### src/rtl/irqc_pkg.sv
package irqc_pkg;

    localparam int NUM_GRP   = 8;
    localparam int GRP_SZ    = 4;
    localparam int NUM_DEV   = 32;
    localparam int ADDR_W    = 12;
    localparam int DATA_W    = 32;

    localparam int NUM_PCI   = NUM_GRP * GRP_SZ;
    localparam int NUM_SRC   = NUM_PCI + NUM_DEV;
    localparam int SRC_IW    = $clog2(NUM_SRC);
    localparam int REQ_W     = SRC_IW + 1;
    localparam int GRP_SHIFT = $clog2(GRP_SZ);
    localparam int GRP_IW    = $clog2(NUM_GRP);
    localparam int SLOT_IW   = $clog2(NUM_DEV);
    localparam int RO_W      = DATA_W - 1;

    localparam int LIVE_BIT  = 2;
    localparam int IDX_LSB   = 3;
    localparam int RGN_LSB   = 8;

    localparam logic [REQ_W-1:0] REQ_NONE    = REQ_W'(NUM_SRC);
    localparam logic [REQ_W-1:0] REQ_PCI_LIM = REQ_W'(NUM_PCI);
    localparam logic [RO_W-1:0]  GRP_RO_BASE = RO_W'(32'h7C0);
    localparam logic [RO_W-1:0]  DEV_RO_BASE = RO_W'(32'h7E0);

    typedef enum logic [1:0] {
        RGN_GMAP = 2'd0,
        RGN_DMAP = 2'd1,
        RGN_GCLR = 2'd2,
        RGN_DCLR = 2'd3
    } irqc_rgn_e;

    typedef struct packed {
        logic [NUM_GRP-1:0] grp_en;
        logic [NUM_DEV-1:0] dev_en;
        logic [NUM_SRC-1:0] lvl;
        logic [REQ_W-1:0]   req;
    } irqc_state_t;

    localparam irqc_state_t STATE_RST = '{
        grp_en: '0,
        dev_en: '0,
        lvl:    '0,
        req:    REQ_NONE
    };

    function automatic logic [RO_W-1:0] grp_ident(input logic [GRP_IW-1:0] i);
        return GRP_RO_BASE | (RO_W'(i) << GRP_SHIFT);
    endfunction

    function automatic logic [RO_W-1:0] dev_ident(input logic [SLOT_IW-1:0] i);
        return DEV_RO_BASE + RO_W'(i);
    endfunction

endpackage

### src/rtl/irqc_src_mask.sv
module irqc_src_mask
    import irqc_pkg::*;
(
    input  logic [NUM_GRP-1:0] grp_en,
    input  logic [NUM_DEV-1:0] dev_en,
    output logic [NUM_SRC-1:0] src_en
);
    for (genvar i = 0; i < NUM_SRC; i++) begin : g_src
        if (i < NUM_PCI) begin : g_pci
            assign src_en[i] = grp_en[i / GRP_SZ];
        end else begin : g_dev
            assign src_en[i] = dev_en[i - NUM_PCI];
        end
    end
endmodule

### src/rtl/irqc_pick.sv
module irqc_pick #(
    parameter int N  = 64,
    parameter int IW = $clog2(N)
) (
    input  logic [N-1:0]  cand,
    output logic          found,
    output logic [IW-1:0] idx
);
    always_comb begin
        found = 1'b0;
        idx   = '0;
        for (int i = N - 1; i >= 0; i--) begin
            if (cand[i]) begin
                found = 1'b1;
                idx   = IW'(i);
            end
        end
    end
endmodule

### src/rtl/irqc_vec_dec.sv
module irqc_vec_dec #(
    parameter int N  = 64,
    parameter int RW = 7
) (
    input  logic [RW-1:0] req,
    output logic [N-1:0]  vec
);
    for (genvar i = 0; i < N; i++) begin : g_line
        assign vec[i] = (req == RW'(i));
    end
endmodule

### src/rtl/irqc_top.sv
module irqc_top
    import irqc_pkg::*;
(
    input  logic               clk,
    input  logic               rst_n,
    input  logic               bus_wr,
    input  logic [ADDR_W-1:0]  bus_addr,
    input  logic [DATA_W-1:0]  bus_wdata,
    output logic [DATA_W-1:0]  bus_rdata,
    input  logic [NUM_SRC-1:0] irq_lvl,
    output logic [NUM_SRC-1:0] vec_req
);
    irqc_state_t cur_q, nxt_d;

    logic [NUM_SRC-1:0] src_en_d;
    logic               pick_found_d;
    logic [SRC_IW-1:0]  pick_idx_d;

    irqc_rgn_e          rgn_d;
    logic [SLOT_IW-1:0] slot_d;
    logic [GRP_IW-1:0]  gslot_d;
    logic               in_map_d;
    logic               gslot_ok_d;
    logic               req_is_pci_d;
    logic               req_grp_hit_d;
    logic               req_dev_hit_d;
    logic               drop_d;
    logic [REQ_W-1:0]   req_kept_d;
    logic               unused_bits;

    assign unused_bits = ^{bus_wdata[DATA_W-2:0], bus_addr[LIVE_BIT-1:0]};

    // Address fields
    assign rgn_d      = irqc_rgn_e'(bus_addr[RGN_LSB +: 2]);
    assign slot_d     = bus_addr[IDX_LSB +: SLOT_IW];
    assign gslot_d    = slot_d[GRP_IW-1:0];
    assign gslot_ok_d = (slot_d < SLOT_IW'(NUM_GRP));
    assign in_map_d   = bus_addr[LIVE_BIT] && (bus_addr[ADDR_W-1:RGN_LSB+2] == '0);

    // Ownership of the currently pending request
    assign req_is_pci_d  = (cur_q.req < REQ_PCI_LIM);
    assign req_grp_hit_d = req_is_pci_d && gslot_ok_d
                           && (cur_q.req[GRP_SHIFT +: GRP_IW] == gslot_d);
    assign req_dev_hit_d = (cur_q.req == REQ_PCI_LIM + REQ_W'(slot_d));

    irqc_src_mask u_mask (
        .grp_en (nxt_d.grp_en),
        .dev_en (nxt_d.dev_en),
        .src_en (src_en_d)
    );

    irqc_pick #(.N(NUM_SRC), .IW(SRC_IW)) u_pick (
        .cand  (cur_q.lvl & src_en_d),
        .found (pick_found_d),
        .idx   (pick_idx_d)
    );

    irqc_vec_dec #(.N(NUM_SRC), .RW(REQ_W)) u_dec (
        .req (cur_q.req),
        .vec (vec_req)
    );

    // Next-state
    always_comb begin
        nxt_d     = cur_q;
        nxt_d.lvl = irq_lvl;
        drop_d    = 1'b0;
        if (bus_wr && in_map_d) begin
            unique case (rgn_d)
                RGN_GMAP: begin
                    if (gslot_ok_d) begin
                        nxt_d.grp_en[gslot_d] = bus_wdata[DATA_W-1];
                        if (!bus_wdata[DATA_W-1] && req_grp_hit_d) begin
                            drop_d = 1'b1;
                        end
                    end
                end
                RGN_DMAP: begin
                    nxt_d.dev_en[slot_d] = bus_wdata[DATA_W-1];
                    if (!bus_wdata[DATA_W-1] && req_dev_hit_d) begin
                        drop_d = 1'b1;
                    end
                end
                RGN_GCLR: begin
                    if (req_grp_hit_d) begin
                        drop_d = 1'b1;
                    end
                end
                RGN_DCLR: begin
                    if (req_dev_hit_d) begin
                        drop_d = 1'b1;
                    end
                end
                default: ;
            endcase
        end
        req_kept_d = drop_d ? REQ_NONE : cur_q.req;
        if (req_kept_d == REQ_NONE && pick_found_d) begin
            nxt_d.req = REQ_W'(pick_idx_d);
        end else begin
            nxt_d.req = req_kept_d;
        end
    end

    // Register read path
    always_comb begin
        bus_rdata = '0;
        if (in_map_d) begin
            if (rgn_d == RGN_GMAP && gslot_ok_d) begin
                bus_rdata = {cur_q.grp_en[gslot_d], grp_ident(gslot_d)};
            end else if (rgn_d == RGN_DMAP) begin
                bus_rdata = {cur_q.dev_en[slot_d], dev_ident(slot_d)};
            end
        end
    end

    always_ff @(posedge clk or negedge rst_n) begin
        if (!rst_n) begin
            cur_q <= STATE_RST;
        end else begin
            cur_q <= nxt_d;
        end
    end
endmodule

### config.mk
export PLATFORM = sky130hd
export DESIGN_NAME = irqc_top
export DESIGN_NICKNAME = d
export VERILOG_FILES = /design/src/rtl/irqc_pkg.sv /design/src/rtl/irqc_src_mask.sv /design/src/rtl/irqc_pick.sv /design/src/rtl/irqc_vec_dec.sv /design/src/rtl/irqc_top.sv
export SDC_FILE = /design/constraint.sdc
export NUM_CORES = 1
export LEC_CHECK = 0
export ABC_AREA = 1
export ABC_CLOCK_PERIOD_IN_PS = 3600
export BUFFER_PORTS_ARGS = -buffer_cell sky130_fd_sc_hd__clkbuf_2
export CAP_MARGIN = 15
export CORE_ASPECT_RATIO = 0.7
export CORE_MARGIN = 2
export CORE_UTILIZATION = 30
export CTS_CLUSTER_DIAMETER = 200
export DETAILED_ROUTE_END_ITERATION = 8
export PLACE_DENSITY = 0.59
export SLEW_MARGIN = 20
export SYNTH_ARGS = -nofsm -noshare
export SYNTH_HDL_FRONTEND = slang
export SYNTH_HIERARCHICAL = 1
export SYNTH_SLANG_ARGS = --single-unit
### constraint.sdc
create_clock -name clk -period 3.6 [get_ports clk]
set_input_delay 0.18 -clock clk [delete_from_list [all_inputs] [get_ports clk]]
set_output_delay 0.18 -clock clk [all_outputs]
set_load 0.05 [all_outputs]
Word level (Yosys, flattened, before mapping)
Cells that the tools add are included.

storage, ports and cells
  input port bits = 111
  output and inout bits = 96
  bits in registers = 111
  logic and storage cells = 250

operators by class
  reductions and logical operators = 14
  $add $sub $neg = 2
  bitwise logic cells = 1
  multiplexer cells = 154
  order comparisons = 6
  eq/ne operators = 69

operators by type and width
  cell                                                  number
  two-way mux 6 bit                                     64
  equality test 7 x 6 -> 1 bit (second input constant)  32
  two-way mux 32 bit                                    4
  equality test 7 x 5 -> 1 bit (second input constant)  16
  two-way mux 1 bit                                     74
  AND 64 bit                                            1
  equality test 7 x 4 -> 1 bit (second input constant)  8
  two-way mux 40 bit                                    1
  bitwise mux 32 bit                                    1
  equality test 7 x 3 -> 1 bit (second input constant)  4
  two-way mux 8 bit                                     2
  equality test 7 x 2 -> 1 bit (second input constant)  2
  two-way mux 7 bit                                     2
  adder 11 x 5 -> 12 bit (first input constant)         1
  logical AND 1 bit                                     10
  bitwise mux 8 bit                                     1
  adder 6 x 5 -> 7 bit (first input constant)           1
  equality test 7 x 1 -> 1 bit (second input constant)  1
  equality test 7 bit                                   1
  equality test 7 bit (second input constant)           1
  logical NOT 7 bit                                     1
  < comparator 7 x 6 -> 1 bit (second input constant)   1
  < comparator 5 x 6 -> 1 bit (second input constant)   1
  binary-select mux 1 bit (select 5 bit)                1
  other kinds (13)                                      15

Longest topological paths before layout
  depth in word-level cells = 75
  gate-level depth with buffers = 74
  depth with buffers taken out = 73

Modules after synthesis
Netlist, hierarchy kept.

modules (own cells, without submodules)
  module         seq. area each (um^2)  cells an instance  area each (um^2)  instances
  irqc_top       2778.9                 572                5003.5            1
  irqc_pick      0.0                    224                914.6             1
  irqc_src_mask  0.0                    64                 480.5             1
  irqc_vec_dec   0.0                    105                451.7             1

Worst setup path before layout
OpenSTA, ideal clock, no wires.

  kind = in2reg
  start point = in bus_addr[3]
  end point = reg cur_q[0] in the netlist's numbering
  data required time = 3533 ps
  setup slack = -606 ps
  path buffers = 2
  arrival time = 4139 ps
  setup time = 67 ps
  stages on the path = 73
  cells stage by stage = buf_2 > nor2_2 > inv_2 > nor2_2 > nand2_1 > mux2i_1 > inv_1 > buf_4 > nand2_1 > inv_1 > inv_1 > nand2_1 > nand2_1 > nand2_1 > nand2_1 > nand2_1 > nand2_1 > nand2_1 > [... 37 more ...] > nand2_1 > nand2_1 > nand2_1 > nand2_1 > nand2_1 > nand2_1 > nand2_1 > nand2_1 > nand2_1 > nand2_1 > nand2_1 > nand2_1 > nand2_1 > nand2_1 > nand2_1 > a21oi_2 > nand4_1 > nand2_1

RTL lines
  what                    RTL line         RTL
  start: declaration      irqc_top.sv:7    input logic [ADDR_W-1:0] bus_addr,
  end signal: assignment  irqc_top.sv:121  cur_q <= nxt_d;
  end: declaration        irqc_top.sv:13   irqc_state_t cur_q, nxt_d;

==> reports/results.ini <==
[outcome]
status = finished, violations left
violations = setup timing

[worst_setup_path]
criticalPathCategory = input port to flop
reg2regPathDepth = 67
crit_path_end_kind = flop
rrSetupSlack_ns = -0.38
worst-path-max-fanout = 4
cp_slowest_cell = nor2_4
path_common_cell = nand2_1
timing.rr.end = cur_q[0]
cp.arrival_ns = 4.42
critPathLaunchType = input port
max_stage_delay_ns = 0.15
cp.required_ns = 3.89
r2r-start = cur_q[101]
startpoint = bus_addr[10]

[drt]
drt_iter0_markers = 303
drc = 0
routed_wl_um = 18780
drtPass1Iterations = 5
vias = 6253
postRouteAntennaNets = 0
viasPerCell = 4.114
wl_per_cell_um = 12.36

[synth]
netlist.area_leader.share_pct = 40.18
avgSynthCellArea_um2 = 7.099
synth_seq_cells = 111
synth_ff_type = dfrtp_1
netlist_area_um2 = 6850
synth_edf_count = 0
yosys-top-cells-area = dfrtp_1 40%, nand2_1 15%, inv_1 11%
yosysTopAreaCell = dfrtp_1
ys_async_sr_fraction_pct = 100.0
yosysMostFrequentCell = nand2_1
synth_seq_area_share_pct = 40.57
yosysUniqueCellTypes = 35
yosys_warnings = 6
synth_cells = 965
synth_common_cells = 269 x nand2_1, 194 x inv_1, 136 x nor2_1, 110 x dfrtp_1, 88 x buf_4

[sta]
rsz0062_at_grt = true
fin_crit_ns = 4.132
post-route-period-util_pct = 114.8
worst_pin_slew_ns = 0.9160
relSlewSlack_pct = 38.94
setup_viol = 2
hold-worst-slack_ns = 0.2344
slew_violations = 0
fin_ws_ns = -0.5320
fmax_mhz = 242.0
hold_violations = 0
fin_skew_ns = 0.01224

[clocking]
clkLatencyLatePin_ns = 0.36
h-tree-depth = 3
root_buffer = clkbuf_16
cts_buffer_depth = 2
clk_pin_slew_ns = 0.07
cts_tree = yes
cts.sinks = 111
cts_buffers = 9

[placed_design]
gp_congestion = 0.8322
dp.final_hpwl_um = 14670
port_buffers = 153
dpl_cell_area_um2 = 8031

[global_route]
grt_max_degree = 71
grt_pass1_vias = 5784
overflow = 0
grt_pass1_wl_um = 29700
antenna_found_initial = 1
grt.total_usage_pct = 15.98

[flow_run]
maxCapViolCount = 0

[pwr]
total_power_uw = 3509
p_leak_uw = 0.005570
power.density_nw_per_um2 = 389.0
irDropWorstVdd_v = 0.0002238

[finish]
nets = 1313
drive_gt1_share_pct = 24.52
largest_reg_flops = 111
final_area_um2 = 9021
top_register = cur_q
area_growth_pct = 31.69
reg.largest.list = cur_q: 111 flops

[floorplan]
dieHeight_um = 130.4
fp.dieW_um = 184.6
core-area_um2 = 22500
ios = 207
start_util_pct = 30.44
rows = 46
dieArea_um2 = 24080

[min_path]
hp-start = bus_wdata[31]
hold_end = cur_q[99]
hold_class = input port to flop
hold_depth = 3

[per-stage QoR]
step	setup TNS (ns)	utilization (%)	setup WS (ns)	instances
after detailed placement	-1.302	35.69	-0.8896	1435
final	-0.5417	40.09	-0.5320	1520
after global placement	-1.349	35.69	-0.8735	1435
after global routing	-1.780	40.08	-1.275	1519
after floorplan	-0.4844	-	-0.4844	984
after CTS	-0.4970	39.91	-0.4970	1517
[cell usage in the layout (no fill, tap or decap), types with 2 or more instances in the layout]
cell / count
dlygate4sd3_1: 65
clkbuf_16: 9
inv_8: 2
nor2_2: 3
mux2i_1: 35
nor2_1: 133
a22oi_1: 15
nand4_1: 8
inv_1: 191
nor4_1: 5
nor2_4: 6
o22ai_1: 6
buf_4: 90
dfrtp_1: 110
clkbuf_2: 152
nand2_1: 266
nand3_2: 5
conb_1: 20
nor3_1: 10
a21oi_1: 9
nand2_2: 3
o21ai_0: 8
a211oi_1: 3
a21oi_2: 2
inv_2: 13
nand3_1: 19
clkbuf_8: 2
[worst max path at each step]
stage	endpoint	cells after the start
floorplan	cur_q[0]	74
global placement	cur_q[0]	74
detailed placement	cur_q[0]	74
CTS	cur_q[0]	74
global route	cur_q[0]	74
finish	cur_q[0]	74
[what timing repair did]
item                                    CTS  global route
hold endpoints to repair                 65             0
resized for setup                         2             7
pin swaps                                 5            10
endpoints found under the setup margin    2             2
hold buffers                             65             0
buffers inserted                          1             2
[cell families (layout without fill, tap and decap cells)]
| group | count (synthesis) | after routing | share of synthesized area (%) |
|---|---|---|---|
| AO/OA/AOI/OAI | 51 | 51 | 5.060 |
| other | 1 | 21 | 0.05474 |
| AND/OR/NAND/NOR | 462 | 462 | 27.07 |
| XOR/XNOR | 1 | 1 | 0.1279 |
| buffers and inverters | 304 | 527 | 22.01 |
| flip-flops | 111 | 111 | 40.57 |
| multiplexers | 35 | 35 | 5.114 |
[cell type report]
cell class              count  area, µm²
well taps                 312      390.4
inverters                 204      765.7
repair buffers            307       2087
fillers                  2325      13480
clock inverters             4      36.28
diodes                      1      2.502
flip-flops and latches    111       2779
multi-input cells         569       2704
clock buffers              12      256.5
[report_power, final]
group,internal (µW),total (µW),switching (µW)
registers,1330,1450,123
clock network,520,1000,482
logic,298,1050,754
total,2150,3510,1360
[layer usage]
metal	global-route usage, %	vias up	wire, µm
li1	-	3246	-
met3	2.855	11	1128
met2	26.09	200	8221
met1	22.45	2796	9293
met4	3.175	0	138
met5	0	-	0
[worst max-delay path: cells and delay by family]
kind,cells,cell delay [ns]
AND/OR/NAND/NOR,68,3.72
AO/OA/AOI/OAI,1,0.14
buffers and inverters,4,0.24
multiplexers,1,0.14
Note: power is estimated with default switching activity, not from simulation.
